## config.mk

```make
export PLATFORM = sky130hd
export DESIGN_NAME = bbdf_gen
export DESIGN_NICKNAME = d
export VERILOG_FILES = /design/src/rtl/bbdf_pkg.sv /design/src/rtl/bbdf_lane.sv /design/src/rtl/bbdf_mask_state.sv /design/src/rtl/bbdf_out_reg.sv /design/src/rtl/bbdf_gen.sv
export SDC_FILE = /design/constraint.sdc
export NUM_CORES = 1
export LEC_CHECK = 0
export BUFFER_PORTS_ARGS = -buffer_cell sky130_fd_sc_hd__buf_2
export CAP_MARGIN = 10
export CORE_MARGIN = 2
export CORE_UTILIZATION = 59
export DETAILED_ROUTE_END_ITERATION = 6
export PLACE_DENSITY = 0.9
export SYNTH_ARGS = -nofsm -noshare
export SYNTH_HDL_FRONTEND = slang
export SYNTH_HIERARCHICAL = 1
export SYNTH_SLANG_ARGS = --single-unit
```

## constraint.sdc

```tcl
create_clock -name clk -period 3.05 [get_ports clk]
set_input_delay 0 -clock clk [delete_from_list [all_inputs] [get_ports clk]]
set_output_delay 0 -clock clk [all_outputs]
set_load 0.02 [all_outputs]
```

## src/rtl/bbdf_pkg.sv

```systemverilog
package bbdf_pkg;
  localparam int DEF_LANES = 4;
  localparam int DEF_REGS  = 32;

  typedef struct packed {
    logic first_wr;
    logic a_prev;
    logic b_prev;
  } lane_flags_t;
endpackage

```

## src/rtl/bbdf_lane.sv

```systemverilog
module bbdf_lane
  import bbdf_pkg::*;
#(
  parameter int NREGS = DEF_REGS,
  localparam int RW   = $clog2(NREGS)
) (
  input  logic              valid,
  input  logic              marker,
  input  logic              has_dst,
  input  logic [RW-1:0]     dst,
  input  logic [RW-1:0]     src_a,
  input  logic [RW-1:0]     src_b,
  input  logic [NREGS-1:0]  mask_in,
  output lane_flags_t       flags,
  output logic [NREGS-1:0]  mask_out
);
  logic [NREGS-1:0] dst_bit;

  always_comb begin
    dst_bit = '0;
    dst_bit[dst] = 1'b1;
  end

  always_comb begin
    flags    = '0;
    mask_out = mask_in;
    if (valid) begin
      if (marker) begin
        mask_out = '0;
      end else begin
        flags.a_prev   = ~mask_in[src_a];
        flags.b_prev   = ~mask_in[src_b];
        flags.first_wr = has_dst & ~mask_in[dst];
        if (has_dst) mask_out = mask_in | dst_bit;
      end
    end
  end
endmodule

```

## src/rtl/bbdf_mask_state.sv

```systemverilog
module bbdf_mask_state #(
  parameter int NREGS = 32
) (
  input  logic             clk,
  input  logic             rst,
  input  logic             flush,
  input  logic [NREGS-1:0] flush_mask,
  input  logic [NREGS-1:0] next_mask,
  output logic [NREGS-1:0] mask_q
);
  always_ff @(posedge clk) begin
    if (rst)        mask_q <= '0;
    else if (flush) mask_q <= flush_mask;
    else            mask_q <= next_mask;
  end
endmodule

```

## src/rtl/bbdf_out_reg.sv

```systemverilog
module bbdf_out_reg #(
  parameter int LANES = 4
) (
  input  logic             clk,
  input  logic             rst,
  input  logic             flush,
  input  logic [LANES-1:0] d_valid,
  input  logic [LANES-1:0] d_first,
  input  logic [LANES-1:0] d_a,
  input  logic [LANES-1:0] d_b,
  output logic [LANES-1:0] q_valid,
  output logic [LANES-1:0] q_first,
  output logic [LANES-1:0] q_a,
  output logic [LANES-1:0] q_b
);
  always_ff @(posedge clk) begin
    if (rst || flush) begin
      q_valid <= '0;
      q_first <= '0;
      q_a     <= '0;
      q_b     <= '0;
    end else begin
      q_valid <= d_valid;
      q_first <= d_first;
      q_a     <= d_a;
      q_b     <= d_b;
    end
  end
endmodule

```

## src/rtl/bbdf_gen.sv

```systemverilog
module bbdf_gen
  import bbdf_pkg::*;
#(
  parameter int LANES = DEF_LANES,
  parameter int NREGS = DEF_REGS,
  localparam int RW   = $clog2(NREGS)
) (
  input  logic                clk,
  input  logic                rst,
  input  logic                flush,
  input  logic [NREGS-1:0]    flush_mask,
  input  logic [LANES-1:0]    in_valid,
  input  logic [LANES-1:0]    in_marker,
  input  logic [LANES-1:0]    in_has_dst,
  input  logic [LANES*RW-1:0] in_dst,
  input  logic [LANES*RW-1:0] in_src_a,
  input  logic [LANES*RW-1:0] in_src_b,
  output logic [LANES-1:0]    out_valid,
  output logic [LANES-1:0]    out_first_wr,
  output logic [LANES-1:0]    out_a_prev,
  output logic [LANES-1:0]    out_b_prev
);
  logic [NREGS-1:0] chain [0:LANES];
  logic [NREGS-1:0] mask_q;
  logic [LANES-1:0] c_first, c_a, c_b;

  bbdf_mask_state #(.NREGS(NREGS)) u_mask (
    .clk(clk), .rst(rst), .flush(flush), .flush_mask(flush_mask),
    .next_mask(chain[LANES]), .mask_q(mask_q)
  );

  assign chain[0] = mask_q;

  for (genvar i = 0; i < LANES; i++) begin : g_lane
    lane_flags_t fl;
    bbdf_lane #(.NREGS(NREGS)) u_lane (
      .valid(in_valid[i]), .marker(in_marker[i]), .has_dst(in_has_dst[i]),
      .dst(in_dst[i*RW +: RW]), .src_a(in_src_a[i*RW +: RW]),
      .src_b(in_src_b[i*RW +: RW]), .mask_in(chain[i]),
      .flags(fl), .mask_out(chain[i+1])
    );
    assign c_first[i] = fl.first_wr;
    assign c_a[i]     = fl.a_prev;
    assign c_b[i]     = fl.b_prev;
  end

  bbdf_out_reg #(.LANES(LANES)) u_out (
    .clk(clk), .rst(rst), .flush(flush),
    .d_valid(in_valid), .d_first(c_first), .d_a(c_a), .d_b(c_b),
    .q_valid(out_valid), .q_first(out_first_wr), .q_a(out_a_prev), .q_b(out_b_prev)
  );
endmodule

```

==> results.cfg <==
[floorplan]
die_y_um = 115
dieArea_mm2 = 0.0132
start_util = 0.606
die_w_um = 115
rows = 40
core_area_mm2 = 0.0120
io_pins = 123

[detailed_routing]
vias_per_cell = 7.08
vias = 8677
drtAntennaViolNets = 0
routedWlPerCell_um = 22.4
wirelength_mm = 27.5
drtPass1Iterations = 7
drc = 1
first_iter_violations = 1490

[logic_synthesis]
synthDistinctLibCells = 39
synthTopCellsByArea = mux2_2 14%, dfxtp_1 13%, nor2_1 9.5%, a21oi_1 7.7%, mux2i_1 7.1%
avgSynthCellArea_um2 = 7.66
synth-warning-count = 6
yosysSeqAreaShare = 0.132
synth_area_mm2 = 0.00728
syn_inst = 951
synthArstFlopShare = 0
syn_nets = 1058
yosys.area.top_type = mux2_2
synth-seq-cells = 48
synth_top_area_frac = 0.136
dominantRegCellSynth = dfxtp_1
synth_edf_count = 0

[worst_setup_path]
ff2ff_path_depth = 11
crit_path_start_kind = flip-flop
critical_path.endpoint = u_out/q_first[3]$_SDFF_PP0_
r2r_slack_ns = 0.32
crit_start = u_mask/mask_q[26]$_SDFF_PP0_
reg2reg_from = u_mask/mask_q[26]$_SDFF_PP0_
arrival_ns = 2.89
critPathRequiredTime_ns = 3.21
cp-end-kind = flip-flop
cp_max_fo = 4
critical_path_class = reg -> reg
worst_r2r_endpoint = u_out/q_first[3]$_SDFF_PP0_

[grt]
grt_pass1_wl_mm = 41.9
grt_max_degree = 49
grt_usage = 0.405
grt.overflow.total = 0
grt_pass1_vias = 8004
antenna_found_initial = 1

[cells_and_area]
nNetsFinal = 1185
n_fill_cell = 983
diodes = 0
mostFrequentLayoutCells = 184 x nor2_1, 122 x buf_2, 112 x a21oi_1
fin_area_mm2 = 0.00834
layout_commonest_cell = nor2_1
final_cells = 1226
drive_above_1_share = 0.265
syn_to_final_growth_pct = 14.6

[clocking]
path_clk_slew_ns = 0.08
cts-buffers-inserted = 5
cts_max_level = 2
clock_path_buffers = 2
insertion_delay_ns = 0.31
cts_sinks = 48
cts_tree = built
root_buffer = clkbuf_16
cts_setup_buffers = 0

[status]
violations = design-rule violations
status = finished, violations left

[sta]
max_freq_ghz = 0.366
finalCritPeriodShare = 0.896
timing.final.hold_violations = 0
clock-skew-final_ns = 0.00616
drv_slew = 0
finalSetupTns_ns = 0
rsz0062_at_grt = no
tightest_slew_ns = 1.12
maxSlewHeadroom = 0.256
setup_viol = 0
whs_ns = 0.00440
finalCriticalPeriod_ns = 2.73

[pwr]
p_leak_nw = 3.55
ir_worst_vdd_uv = 262
cellPowerDensity_mw_per_mm2 = 287

[run]
drv_cap = 0

[placement]
dpl-instance-area_mm2 = 0.00784
io_buffers = 122
dpl.cell_count = 1187
dp_hpwl_mm = 19.0
gp_congestion = 1.03

[hold_path]
holdPathStages = 2
min_path_type = in -> reg
## metrics by stage
step / utilization / power (mW) / setup slack (ns)
after floorplan: - / 1.28 / 0.633
after global placement: 0.653 / 1.51 / 0.205
after detailed placement: 0.653 / 1.52 / 0.153
after CTS: 0.695 / 2.32 / 0.383
after global routing: 0.695 / 2.46 / 0.111
final: 0.695 / 2.39 / 0.318
## critical path, cell delays in order, from the launching register on
cell and delay, ns:
dfxtp_1 0.34, a31o_2 0.09, nor2b_1 0.33, a31o_2 0.16
nor2b_1 0.40, a31o_2 0.17, nor2b_1 0.33, mux4_2 0.31
mux2i_1 0.06, o211ai_1 0.19, a21oi_2 0.07, nor3b_1 0.13
## cell type report
| class | count | area, um2 | area share |
|---|---|---|---|
| Multi-Input combinational cell | 820 | 5760 | 0.690 |
| Timing Repair Buffer | 187 | 1190 | 0.142 |
| Clock inverter | 3 | 68.8 | 0.00825 |
| Tap cell | 147 | 184 | 0.0220 |
| Inverter | 16 | 60.1 | 0.00720 |
| Sequential cell | 48 | 961 | 0.115 |
| Clock buffer | 5 | 125 | 0.0150 |
## state kept, by name, indices dropped and copies added, names as in the netlist
register / flops
u_mask/mask_q: 32
u_out/q_a: 4
u_out/q_b: 4
u_out/q_first: 4
u_out/q_valid: 4
## power by group
part / internal, mW / switching [mW]
Sequential: 0.654 / 0.0397
Clock: 0.475 / 0.318
Combinational: 0.377 / 0.528
## cell usage after synthesis (5+ instances only)
| cell type | n |
|---|---|
| a31oi_1 | 12 |
| o22ai_1 | 32 |
| nor4_1 | 16 |
| mux4_1 | 12 |
| o21ai_0 | 16 |
| nand2b_1 | 32 |
| nand2_1 | 12 |
| nor2b_1 | 64 |
| a21oi_1 | 112 |
| nor3_1 | 44 |
| a211oi_1 | 8 |
| clkbuf_1 | 27 |
| mux4_2 | 12 |
| mux2_2 | 88 |
| nor3b_2 | 10 |
| nor2_1 | 184 |
| o211ai_1 | 12 |
| dfxtp_1 | 48 |
| buf_4 | 5 |
| buf_6 | 14 |
| mux2i_1 | 52 |
| nand3_1 | 8 |
| and2_1 | 12 |
| o221ai_1 | 8 |
| nor3b_1 | 6 |
| o31ai_1 | 8 |
| inv_1 | 16 |
| buf_2 | 12 |
| a2111oi_0 | 32 |
## worst min path at each step
stage	from	endpoint	slack, ns
2_1_floorplan	rst	u_mask/mask_q[30]$_SDFF_PP0_	0.07
3_3_place_gp	flush_mask[20]	u_mask/mask_q[20]$_SDFF_PP0_	0.23
3_5_place_dp	flush_mask[24]	u_mask/mask_q[24]$_SDFF_PP0_	0.24
5_1_grt	in_valid[2]	u_out/q_valid[2]$_SDFF_PP0_	0.02
4_1_cts	flush_mask[8]	u_mask/mask_q[8]$_SDFF_PP0_	0.0003
6_report	in_valid[2]	u_out/q_valid[2]$_SDFF_PP0_	0.004
## what timing repair did
item | 4_1_cts | 5_1_grt
gates resized for setup | 0 | 0
hold buffers | 31 | 0
hold endpoints to repair | 31 | 0
## layer usage
layer | routed length (um) | vias up | GRT usage
li1 | - | 3832 | -
met1 | 10200 | 3905 | 0.514
met2 | 12200 | 763 | 0.622
met3 | 3560 | 173 | 0.119
met4 | 1470 | 4 | 0.214
met5 | 72 | - | 0
## cells by family (layout without fill, tap and decap cells)
| logic type | after synthesis | count (layout) | synth area share |
|---|---|---|---|
| DFF | 48 | 48 | 0.132 |
| and+or+nand+nor | 396 | 396 | 0.275 |
| muxes | 164 | 164 | 0.288 |
| AOI/OAI and AO/OA | 260 | 260 | 0.227 |
| buffers and inverters | 83 | 211 | 0.0778 |
No activity file was read; power rests on OpenSTA's default activity.
